<file path="config.mk">
export PLATFORM = sky130hd
export DESIGN_NAME = smbus_strap_target
export DESIGN_NICKNAME = d
export VERILOG_FILES = /design/src/rtl/smbus_pkg.sv /design/src/rtl/line_filter.sv /design/src/rtl/low_timer.sv /design/src/rtl/target_fsm.sv /design/src/rtl/smbus_strap_target.sv
export SDC_FILE = /design/constraint.sdc
export NUM_CORES = 1
export LEC_CHECK = 0
export BUFFER_PORTS_ARGS = -buffer_cell sky130_fd_sc_hd__buf_2
export CORE_MARGIN = 3
export CORE_UTILIZATION = 40
export DETAILED_ROUTE_END_ITERATION = 10
export GPL_TIMING_DRIVEN = 0
export PLACE_DENSITY = 0.57
export SLEW_MARGIN = 15
export SYNTH_ARGS = -nofsm -noshare
export SYNTH_HDL_FRONTEND = slang
export SYNTH_SLANG_ARGS = --single-unit
</file>
<file path="constraint.sdc">
create_clock -name clk -period 2.97 [get_ports clk]
set_clock_uncertainty 0.1 [all_clocks]
set_input_delay 0.1485 -clock clk [delete_from_list [all_inputs] [get_ports clk]]
set_output_delay 0.1485 -clock clk [all_outputs]
set_load 0.01 [all_outputs]
</file>
<file path="src/rtl/smbus_pkg.sv">
package smbus_pkg;

  localparam logic [4:0] ADDR_PREFIX = 5'b01011;

  typedef enum logic [2:0] {
    ST_IDLE,
    ST_ADDR,
    ST_ADDR_ACK,
    ST_WR,
    ST_WR_ACK,
    ST_RD,
    ST_RD_ACK
  } bus_state_e;

  function automatic logic [6:0] strap_decode(input logic en, input logic sel);
    if (en) strap_decode = 7'h2E;
    else if (sel) strap_decode = 7'h2D;
    else strap_decode = 7'h2C;
  endfunction

endpackage

</file>
<file path="src/rtl/line_filter.sv">
module line_filter #(
  parameter int FILT_LEN = 3
) (
  input  logic clk,
  input  logic rst_n,
  input  logic line_i,
  output logic line_o
);

  logic [1:0]          sync_q;
  logic [FILT_LEN-1:0] hist_q, hist_d;
  logic                out_q, out_d;

  always_comb begin
    hist_d = {hist_q[FILT_LEN-2:0], sync_q[1]};
    out_d  = out_q;
    if (&hist_q) out_d = 1'b1;
    else if (~|hist_q) out_d = 1'b0;
  end

  always_ff @(posedge clk or negedge rst_n) begin
    if (!rst_n) begin
      sync_q <= '1;
      hist_q <= '1;
      out_q  <= 1'b1;
    end else begin
      sync_q <= {sync_q[0], line_i};
      hist_q <= hist_d;
      out_q  <= out_d;
    end
  end

  assign line_o = out_q;

endmodule

</file>
<file path="src/rtl/low_timer.sv">
module low_timer #(
  parameter int LIMIT = 1250000
) (
  input  logic clk,
  input  logic rst_n,
  input  logic line_i,
  output logic expired_o
);

  localparam int CW = $clog2(LIMIT + 1);
  localparam logic [CW-1:0] LIM = CW'(LIMIT);

  logic [CW-1:0] cnt_q, cnt_d;
  logic          exp_q, exp_d;

  always_comb begin
    cnt_d = '0;
    if (!line_i) cnt_d = (cnt_q == LIM) ? cnt_q : cnt_q + 1'b1;
    exp_d = !line_i && (cnt_q == LIM - 1'b1);
  end

  always_ff @(posedge clk or negedge rst_n) begin
    if (!rst_n) begin
      cnt_q <= '0;
      exp_q <= 1'b0;
    end else begin
      cnt_q <= cnt_d;
      exp_q <= exp_d;
    end
  end

  assign expired_o = exp_q;

endmodule

</file>
<file path="src/rtl/target_fsm.sv">
module target_fsm
  import smbus_pkg::*;
(
  input  logic       clk,
  input  logic       rst_n,
  input  logic       scl_f,
  input  logic       sda_f,
  input  logic       timeout,
  input  logic [6:0] strap_addr,
  input  logic [7:0] rd_data_i,
  output logic       sda_oe_o,
  output logic       release_o,
  output logic       locked_o,
  output logic [6:0] addr_o,
  output logic       wr_valid_o,
  output logic [7:0] wr_data_o,
  output logic       rd_req_o,
  output logic       stop_o
);

  bus_state_e st_q, st_d;
  logic [3:0] cnt_q, cnt_d;
  logic [7:0] sh_q, sh_d;
  logic       scl_p, sda_p;
  logic       oe_q, oe_d, ack_q, ack_d, rw_q, rw_d, sess_q, sess_d;
  logic       lock_q, lock_d, rel_q, rel_d, mnack_q, mnack_d;
  logic [6:0] addr_q, addr_d;
  logic       wr_q, wr_d, rdq_q, rdq_d, stp_q, stp_d;
  logic [7:0] wdat_q, wdat_d;
  logic       start_ev, stop_ev, rise_ev, fall_ev, prefix_ok, hit;

  assign start_ev  = scl_f && scl_p && sda_p && !sda_f;
  assign stop_ev   = scl_f && scl_p && !sda_p && sda_f;
  assign rise_ev   = scl_f && !scl_p;
  assign fall_ev   = !scl_f && scl_p;
  assign prefix_ok = (sh_q[7:3] == ADDR_PREFIX);

  always_comb begin
    st_d = st_q; cnt_d = cnt_q; sh_d = sh_q; oe_d = oe_q; ack_d = ack_q;
    rw_d = rw_q; sess_d = sess_q; lock_d = lock_q; rel_d = rel_q;
    mnack_d = mnack_q; addr_d = addr_q; wdat_d = wdat_q;
    wr_d = 1'b0; rdq_d = 1'b0; stp_d = 1'b0;
    hit = 1'b0;
    if (timeout) begin
      st_d = ST_IDLE; oe_d = 1'b0; sess_d = 1'b0;
    end else if (start_ev) begin
      st_d = ST_ADDR; cnt_d = '0; oe_d = 1'b0;
    end else if (stop_ev) begin
      st_d = ST_IDLE; oe_d = 1'b0; sess_d = 1'b0;
      if (sess_q) begin
        stp_d = 1'b1; rel_d = 1'b1;
      end
    end else begin
      unique case (st_q)
        ST_ADDR, ST_WR: begin
          if (rise_ev && cnt_q != 4'd8) begin
            sh_d = {sh_q[6:0], sda_f}; cnt_d = cnt_q + 4'd1;
          end else if (fall_ev && cnt_q == 4'd8) begin
            if (st_q == ST_WR) begin
              wr_d = 1'b1; wdat_d = sh_q; oe_d = 1'b1; st_d = ST_WR_ACK;
            end else begin
              if (lock_q) hit = (sh_q[7:1] == addr_q);
              else begin
                hit = prefix_ok && (sh_q[7:1] == strap_addr);
                if (prefix_ok) begin
                  lock_d = 1'b1; addr_d = strap_addr;
                end
              end
              ack_d = hit; oe_d = hit; rw_d = sh_q[0];
              if (hit) sess_d = 1'b1;
              if (hit && sh_q[0]) rdq_d = 1'b1;
              st_d = ST_ADDR_ACK;
            end
          end
        end
        ST_ADDR_ACK: if (fall_ev) begin
          cnt_d = '0;
          if (!ack_q) begin
            st_d = ST_IDLE; oe_d = 1'b0;
          end else if (rw_q) begin
            st_d = ST_RD; sh_d = rd_data_i; oe_d = !rd_data_i[7];
          end else begin
            st_d = ST_WR; oe_d = 1'b0;
          end
        end
        ST_WR_ACK: if (fall_ev) begin
          st_d = ST_WR; oe_d = 1'b0; cnt_d = '0;
        end
        ST_RD: if (fall_ev) begin
          if (cnt_q == 4'd7) begin
            st_d = ST_RD_ACK; oe_d = 1'b0;
          end else begin
            sh_d = {sh_q[6:0], 1'b0}; oe_d = !sh_q[6]; cnt_d = cnt_q + 4'd1;
          end
        end
        ST_RD_ACK: begin
          if (rise_ev) begin
            mnack_d = sda_f;
            if (!sda_f) rdq_d = 1'b1;
          end else if (fall_ev) begin
            cnt_d = '0;
            if (mnack_q) st_d = ST_IDLE;
            else begin
              st_d = ST_RD; sh_d = rd_data_i; oe_d = !rd_data_i[7];
            end
          end
        end
        default: ;
      endcase
    end
  end

  always_ff @(posedge clk or negedge rst_n) begin
    if (!rst_n) begin
      st_q <= ST_IDLE; cnt_q <= '0; sh_q <= '0; scl_p <= 1'b1; sda_p <= 1'b1;
      oe_q <= 1'b0; ack_q <= 1'b0; rw_q <= 1'b0; sess_q <= 1'b0;
      lock_q <= 1'b0; rel_q <= 1'b0; mnack_q <= 1'b0; addr_q <= '0;
      wr_q <= 1'b0; rdq_q <= 1'b0; stp_q <= 1'b0; wdat_q <= '0;
    end else begin
      st_q <= st_d; cnt_q <= cnt_d; sh_q <= sh_d; scl_p <= scl_f; sda_p <= sda_f;
      oe_q <= oe_d; ack_q <= ack_d; rw_q <= rw_d; sess_q <= sess_d;
      lock_q <= lock_d; rel_q <= rel_d; mnack_q <= mnack_d; addr_q <= addr_d;
      wr_q <= wr_d; rdq_q <= rdq_d; stp_q <= stp_d; wdat_q <= wdat_d;
    end
  end

  assign sda_oe_o   = oe_q;
  assign release_o  = rel_q;
  assign locked_o   = lock_q;
  assign addr_o     = addr_q;
  assign wr_valid_o = wr_q;
  assign wr_data_o  = wdat_q;
  assign rd_req_o   = rdq_q;
  assign stop_o     = stp_q;

  // an expired line timer releases SDA on the next cycle
  a_r8_timeout_release: assert property (@(posedge clk) disable iff (!rst_n)
    timeout |=> !oe_q);
  // the release flag never falls
  a_r7_release_sticky: assert property (@(posedge clk) disable iff (!rst_n)
    rel_q |=> rel_q);
  // a locked address never changes
  a_r4_lock_stable: assert property (@(posedge clk) disable iff (!rst_n)
    lock_q |=> lock_q && $stable(addr_q));
  // the lock is taken only from a prefix-matching address byte
  a_r3_lock_prefix: assert property (@(posedge clk) disable iff (!rst_n)
    $rose(lock_q) |-> $past(sh_q[7:3]) == ADDR_PREFIX);
  // the write strobe lasts one cycle
  a_r5_wr_pulse: assert property (@(posedge clk) disable iff (!rst_n)
    wr_q |=> !wr_q);
  // SDA is pulled low only in acknowledge slots or while sending data
  a_r6_drive_window: assert property (@(posedge clk) disable iff (!rst_n)
    oe_q |-> (st_q == ST_ADDR_ACK || st_q == ST_WR_ACK || st_q == ST_RD));

endmodule

</file>
<file path="src/rtl/smbus_strap_target.sv">
module smbus_strap_target
  import smbus_pkg::*;
#(
  parameter int FILT_LEN    = 3,
  parameter int TIMEOUT_CYC = 1250000
) (
  input  logic       clk,
  input  logic       rst_n,
  input  logic       scl_i,
  input  logic       sda_i,
  output logic       sda_oe_o,
  input  logic       strap_en_i,
  input  logic       strap_sel_i,
  output logic       strap_release_o,
  output logic       addr_locked_o,
  output logic [6:0] addr_o,
  output logic       wr_valid_o,
  output logic [7:0] wr_data_o,
  output logic       rd_req_o,
  input  logic [7:0] rd_data_i,
  output logic       stop_o
);

  localparam int NLINES = 2;

  logic [NLINES-1:0] raw, filt, expired;
  logic [6:0]        strap_addr;

  assign raw        = {sda_i, scl_i};
  assign strap_addr = strap_decode(strap_en_i, strap_sel_i);

  for (genvar g = 0; g < NLINES; g++) begin : g_line
    line_filter #(.FILT_LEN(FILT_LEN)) u_filt (
      .clk(clk), .rst_n(rst_n), .line_i(raw[g]), .line_o(filt[g]));
    low_timer #(.LIMIT(TIMEOUT_CYC)) u_tmr (
      .clk(clk), .rst_n(rst_n), .line_i(filt[g]), .expired_o(expired[g]));
  end

  target_fsm u_fsm (
    .clk(clk), .rst_n(rst_n), .scl_f(filt[0]), .sda_f(filt[1]),
    .timeout(|expired), .strap_addr(strap_addr), .rd_data_i(rd_data_i),
    .sda_oe_o(sda_oe_o), .release_o(strap_release_o), .locked_o(addr_locked_o),
    .addr_o(addr_o), .wr_valid_o(wr_valid_o), .wr_data_o(wr_data_o),
    .rd_req_o(rd_req_o), .stop_o(stop_o));

endmodule

</file>
==> out/qor.yml, run 1 <==
sta:
  worst_pin_slew_ns: 0.7648
  tns_ns: 0
  setup_viol: 0
  slew_violations: 0
  hold_viol_final: 0
  rsz0062_at_grt: "false"
  timing.fmax_mhz: 408.4
  layout_min_cycle_time_ns: 2.449
  fin_crit_sh_pct: 82.45
  fin_hold_ws_ns: 0.05994
  slew_headroom_pct: 48.54
logic_synthesis:
  synth.most_common_cell: "dfrtp_1"
  synth_top_area_cell: "dfrtp_1"
  synth_edf_count: 0
  netlist_area_um2: 4741
  async_flop_share_pct: 100.0
  ys_ff_latch: 94
  ys_top_cells_by_count: "dfrtp_1 (80), nor2_1 (54), mux2_2 (27)"
  synth.top_cells.by_area: "dfrtp_1 (42%), dfstp_2 (7.8%), mux2_2 (6.4%), nor2_1 (4.3%), xnor2_1 (4.1%)"
  syn_inst: 449
  synth_cell_types: 62
  yosysWarnings: 0
  yosysTopAreaCellShare_pct: 42.23
  synthFlopType: "dfrtp_1"
  synth-seq-area-share_pct: 49.99
  synth.avg_cell_area_um2: 10.56
cts:
  cts.sinks: 94
  tritoncts: "yes"
  clock_path_buffers: 2
  cts_buffers: 9
  hold_buffers: 4
  path_clk_slew_ns: 0.07
  insertion_delay_ns: 0.35
  htreeDepth: 3
  cts_root_buf: "clkbuf_16"
  postCtsSetupBuffers: 0
  cts_resized: 0
routing:
  ant_nets: 0
  drtIter0Drc: 220
  via_per_inst: 5.192
  drt_first_pass_iters: 4
  drc: 0
  wirelength_um: 9260
  wl_per_cell_um: 14.33
  vias: 3354
critical_path:
  r2r_start: "g_line[0].u_filt.line_o"
  cp-startpoint: "g_line[0].u_filt.line_o"
  critPathKind: "reg2reg"
  cp.required_ns: 3.10
  crit_path_max_fanout: 10
  regToRegSetupSlack_ns: 0.52
  arrival_ns: 2.58
  r2r_cells: 6
  endpoint: "u_fsm.sh_q[4]"
  worstReg2RegEnd: "u_fsm.sh_q[4]"
  cp-start-kind: "flop"
  endpoint_kind: "flop"
min_path:
  worstHoldPathType: "in2reg"
grt:
  grtUsageTotal_pct: 15.07
  antenna_found_initial: 0
  grt.overflow.total: 0
  grt_pass1_wl_um: 15930
  grt_pass1_vias: 3239
  grt_max_degree: 56
floorplanning:
  die_area_um2: 13190
  die_h_um: 114.9
  core_um2: 11520
  num_rows: 39
  start_util_pct: 41.17
  die_w_um: 114.9
  ios: 35
placed_design:
  dp_cells: 626
  placed_area_um2: 5114
  gp_congestion: 0.8338
  dp_hpwl_um: 6465
  place.port_buffers: 32
layout:
  fillers: 1070
  area_growth_pct: 15.07
  stdcell_count: 646
  drive_above_1_share_pct: 22.66
  nNetsFinal: 518
  final_area_um2: 5455
  num_antenna_cells: 0
  postLayoutCoreUtil_pct: 47.37
power:
  p_leak_nw: 2.340
  power_density_nw_per_um2: 674.6
  ir_worst_vdd_uv: 248.4
run:
  cap_violations: 0
run_status:
  outcome: "completed"
## layout by cell type (no fill, tap or decap), types with 3 or more instances in the layout
cell type	Yosys	final
a21oi_1	12	12
a22oi_1	3	3
and3_1	7	7
and4_1	4	4
buf_2	1	32
buf_4	5	6
clkbuf_1	10	10
clkbuf_16	0	10
dfrtp_1	80	80
dfstp_2	14	14
dlygate4sd3_1	0	4
ha_1	6	6
inv_1	16	16
mux2_2	27	27
mux2i_1	5	5
nand2_1	23	23
nand2b_1	6	6
nand3_1	22	22
nand3b_1	5	5
nand4_1	11	11
nand4b_1	5	5
nor2_1	54	54
nor2b_1	3	3
nor3_1	10	10
nor4_1	9	9
nor4b_1	6	6
o21ai_0	12	12
o22ai_1	3	3
or2_2	4	4
xnor2_1	22	22
xor2_1	19	19
## logic make-up after synthesis
| family | after synthesis | synth area share, % |
|---|---|---|
| simple gates | 188 | 21.98 |
| compound gates | 49 | 6.598 |
| fa+ha+maj | 6 | 1.583 |
| buf+inv | 36 | 4.091 |
| xor+xnor | 41 | 7.574 |
| other cells | 1 | 0.07910 |
| mux | 34 | 8.102 |
| flops | 94 | 49.99 |
## worst min-delay path by stage
stage,from,to,depth (start not counted)
finish,rd_data_i[2],u_fsm.sh_q[2],3
global route,rd_data_i[2],u_fsm.sh_q[2],3
CTS,rd_data_i[5],u_fsm.sh_q[5],3
detailed placement,rst_n,u_fsm.cnt_q[3],1
global placement,sda_i,g_line[1].u_filt.sync_q[0],1
floorplan,rst_n,g_line[0].u_tmr.cnt_q[0],0
## layer usage
| metal | vias up | GRT usage [%] | routed length (um) | part of all wire (%) |
|---|---|---|---|---|
| met5 | - | 0 | 0 | 0 |
| met4 | 0 | 5.634 | 158 | 1.7 |
| met3 | 12 | 4.000 | 319 | 3.4 |
| met2 | 48 | 22.76 | 4231 | 46 |
| met1 | 1616 | 20.86 | 4551 | 49 |
| li1 | 1678 | - | - | - |
## through the flow
| step | power [mW] | worst slack (ns) |
|---|---|---|
| after global routing | 3.890 | 0.4143 |
| after floorplan | 2.305 | 0.7702 |
| after detailed placement | 2.543 | 0.5416 |
| final | 3.680 | 0.5212 |
| after CTS | 3.727 | 0.5235 |
| after global placement | 2.519 | 0.5562 |
## layout make-up
cell class	instances	area [um^2]	share of cell area, %
Sequential cell	94	2370	43.44
Multi-Input combinational cell	320	2181	39.98
Clock buffer	11	264.0	4.839
Timing Repair Buffer	37	230.2	4.220
Tap cell	143	178.9	3.280
Buffer	20	133.9	2.454
Inverter	16	60.06	1.101
Clock inverter	5	37.54	0.6881
## worst max-delay path, cell delays in order, from the launching register on
cell,delay (ns)
dfstp_2,0.54
buf_2,0.20
nand2_1,0.10
o21ai_1,0.59
a31oi_1,0.12
o2111ai_2,0.28
mux2_2,0.40
## sequential cells by signal (all words and copies together), names as in the netlist, 2 cells and up
| register | flops |
|---|---|
| u_fsm.st_q | 3 |
| g_line.u_filt.hist_q | 6 |
| u_fsm.cnt_q | 4 |
| u_fsm.addr_o | 3 |
| g_line.u_tmr.expired_o | 2 |
| g_line.u_filt.sync_q | 4 |
| g_line.u_filt.line_o | 2 |
| u_fsm.wr_data_o | 8 |
| u_fsm.sh_q | 8 |
| g_line.u_tmr.cnt_q | 42 |
## power by group
part,internal (mW),switching [mW]
Sequential,1.43,0.147
Combinational,0.478,0.472
Clock,0.647,0.508
No activity file was read; power rests on OpenSTA's default activity.
==> run 2, diff against run 1 <==
- ABC_AREA: default -> 1
- PLACE_DENSITY: 0.57 -> 0.59
- clock period: 2.97 -> 2.1 ns (I/O delays scaled with it)
==> run 2 against run 1 <==
Against the previous run: synthesized cell count grew 43%; count of clock-buffer cells in the layout up 1; register-to-register slack worse by 0.35 ns; global-route usage up 2.1 points; critical path depth rose by 2; core utilization shrank 0.25 points; cell count increased by 34%; first-iteration DRC count increased by 25%; combinational power is 92% higher; largest power group unchanged.
==> out/qor.yml, run 2 <==
grt:
  grtUsageTotal_pct: 17.19  # +2.1 points
  grt_max_degree: 52  # -7.1%
  grt.overflow.total: 0  # unchanged
  grt_pass1_wl_um: 19910  # +25%
  antenna_found_initial: 0  # unchanged
  grt_pass1_vias: 4154  # +28%
floorplanning:
  die_area_um2: 13930  # +5.6%
  ios: 35  # unchanged
  start_util_pct: 41.28  # +0.11 points
  core_um2: 12160  # +5.6%
  die_w_um: 118.0  # +2.8%
  num_rows: 40  # +2.6%
  die_h_um: 118.0  # +2.8%
critical_path:
  cp.required_ns: 2.23  # -0.87 ns
  cp_common_cell: "nand2_1"
  regToRegSetupSlack_ns: 0.17  # -0.35 ns
  critPathMaxStageDelay_ns: 0.43  # -0.16 ns
  r2r_cells: 8  # +2
  slowest_stage: "dfrtp_1"
  worstReg2RegEnd: "g_line[0].u_tmr.cnt_q[16]"
  arrival_ns: 2.05  # -0.53 ns
  r2r_start: "g_line[0].u_tmr.cnt_q[0]"
  cp-startpoint: "g_line[0].u_tmr.cnt_q[0]"
  critPathKind: "reg2reg"
  crit_path_max_fanout: 5  # -5
  cp-start-kind: "flop"
  endpoint_kind: "flop"
  path_cells: "ha_1 > nand3_1 > nor2_4 > nand2_1 > nor2_2 > nand2_1 > o21ai_0 > a21oi_1"
sta:
  tns_ns: 0  # unchanged
  slew_headroom_pct: 55.36  # +6.8 points
  slew_violations: 0  # unchanged
  timing.fmax_mhz: 519.1  # +27%
  fin_crit_sh_pct: 91.73  # +9.3 points
  fin_hold_ws_ns: 0.005820  # -0.05412 ns
  setup_ws_ns: 0.1736  # -0.3476 ns
  hold_viol_final: 0  # unchanged
  layout_min_cycle_time_ns: 1.926  # -0.5224 ns
  worst_pin_slew_ns: 0.6696  # -0.09526 ns
  setup_viol: 0  # unchanged
  rsz0062_at_grt: "false"
logic_synthesis:
  netlist_area_um2: 5020  # +5.9%
  ys_ff_latch: 94  # unchanged
  synth_cell_types: 43  # -31%
  synth-seq-area-share_pct: 47.21  # -2.8 points
  ys_top_cells_by_count: "nand2_1 (162), dfrtp_1 (80), inv_1 (75)"
  synth_top_area_cell: "dfrtp_1"
  synth.top_cells.by_area: "dfrtp_1 (40%), nand2_1 (12%), dfstp_2 (7.3%), nand3_1 (5.8%), inv_1 (5.6%)"
  syn_inst: 644  # +43%
  async_flop_share_pct: 100.0  # unchanged
  synth.avg_cell_area_um2: 7.795  # -26%
  synth_edf_count: 0  # unchanged
  yosysTopAreaCellShare_pct: 39.88  # -2.3 points
  synth.most_common_cell: "nand2_1"
  synthFlopType: "dfrtp_1"
  yosysWarnings: 0  # unchanged
cts:
  path_clk_slew_ns: 0.07  # about the same
  htreeDepth: 3  # unchanged
  insertion_delay_ns: 0.35  # about the same
  tritoncts: "yes"
  cts_root_buf: "clkbuf_16"
  cts_buffers: 9  # unchanged
  postCtsSetupBuffers: 0  # unchanged
  cts.sinks: 94  # unchanged
  clock_path_buffers: 2  # unchanged
power:
  power.total_mw: 5.570  # +51%
  power_density_nw_per_um2: 971.9  # +44%
  ir_worst_vdd_uv: 394.7  # +59%
  p_leak_nw: 2.720  # +16%
layout:
  multi_input_comb_area_um2: 2260  # +3.6%
  drive_above_1_share_pct: 15.76  # -6.9 points
  num_antenna_cells: 0  # unchanged
  final_cell_mix: "nand2_1 (162), dfrtp_1 (80), inv_1 (75)"
  largest_reg_flops: 42  # unchanged
  seq_area_um2: 2370  # unchanged
  stdcell_count: 866  # +34%
  max_flop_register: "g_line.u_tmr.cnt_q"
  nNetsFinal: 713  # +38%
  fillers: 1219  # +14%
  area_growth_pct: 14.16
  final_common_cell: "nand2_1"
placed_design:
  place_ws_ns: 0.1661  # -0.3755 ns
  dp_hpwl_um: 8365  # +29%
  gp_congestion: 0.9404  # +13%
  place.port_buffers: 32  # unchanged
  dp_cells: 846  # +35%
routing:
  drc: 0  # unchanged
  vias: 4353  # +30%
  ant_nets: 0  # unchanged
  drt_first_pass_iters: 5  # +1
  wl_per_cell_um: 12.98  # -9.4%
  via_per_inst: 5.027  # -3.2%
  drtIter0Drc: 275  # +25%
  wirelength_um: 11240  # +21%
run:
  cap_violations: 0  # unchanged
min_path:
  worstHoldPathType: "in2reg"
  holdPathStages: 3  # unchanged
  worstHoldEndpoint: "u_fsm.addr_o[1]"
  hold_start: "strap_en_i"
run_status:
  outcome: "completed"
[run 2: cell types whose count changed after synthesis, sizes merged, moves of 13 or more]
cell,previous run,this run
mux2,29,0
xnor2,22,1
xor2,19,4
nand2,24,169
nor3,11,24
a21oi,12,37
nand3,22,60
inv,16,80
nor2,54,71
o21ai,13,50
[run 2: layout make-up]
cell class | instances | share of cell area [%]
buffer | 13 | 1.594
sequential | 94 | 41.35
timing repair buffer | 37 | 3.886
tap | 168 | 3.668
clock buffer | 12 | 4.301
clock inverter | 4 | 0.3930
inverter | 80 | 5.371
multi-input combinational | 458 | 39.43
[run 2: where the power goes]
group | internal [mW] | total, mW | switching, mW
Clock | 0.833 | 1.51 | 0.675
Sequential | 2.05 | 2.24 | 0.193
Combinational | 0.606 | 1.82 | 1.21
[run 2: worst max-delay path, delay by kind of cell (launching register included)]
kind	cells	cell delay, ns
adders and majority gates	1	0.26
DFF	1	0.43
AOI/OAI and AO/OA	2	0.21
and+or+nand+nor	5	0.81
[run 2: cells by family after synthesis]
| group | count (synthesis) | synth area share, % |
|---|---|---|
| DFF | 94 | 47.21 |
| AOI/OAI and AO/OA | 93 | 10.24 |
| adders and majority gates | 6 | 1.495 |
| and+or+nand+nor | 352 | 32.15 |
| other | 1 | 0.07470 |
| buffers and inverters | 93 | 7.951 |
| xor gates and xnor gates | 5 | 0.8723 |
[run 2: worst max path at each step]
stage | to | slack (ns)
5_1_grt | u_fsm.sh_q[1] | 0.001
6_report | g_line[0].u_tmr.cnt_q[16] | 0.17
3_5_place_dp | g_line[0].u_tmr.cnt_q[16] | 0.17
2_1_floorplan | u_fsm.sh_q[6] | 0.45
4_1_cts | g_line[0].u_tmr.cnt_q[16] | 0.13
3_3_place_gp | g_line[0].u_tmr.cnt_q[9] | -0.11
[run 2: stage by stage]
stage	utilization, %	instance area (um^2)
2_1_floorplan	-	5024
3_5_place_dp	44.54	5416
4_1_cts	47.08	5725
6_report	47.12	5731
3_3_place_gp	44.35	5394
5_1_grt	47.12	5731
[run 2: routing by layer]
metal	global-route usage (%)	vias up	wire length, um
met5	0	-	0
met4	5.714	0	174
met3	3.123	13	470
met2	26.73	84	5079
met1	24.26	2051	5518
li1	-	2205	-
[run 2: timing repair]
item | 4_1_cts | 5_1_grt
resized for setup | 0 | 1
setup endpoints to repair | 0 | 3
hold buffers | 4 | 0
hold endpoints to repair | 53 | 0
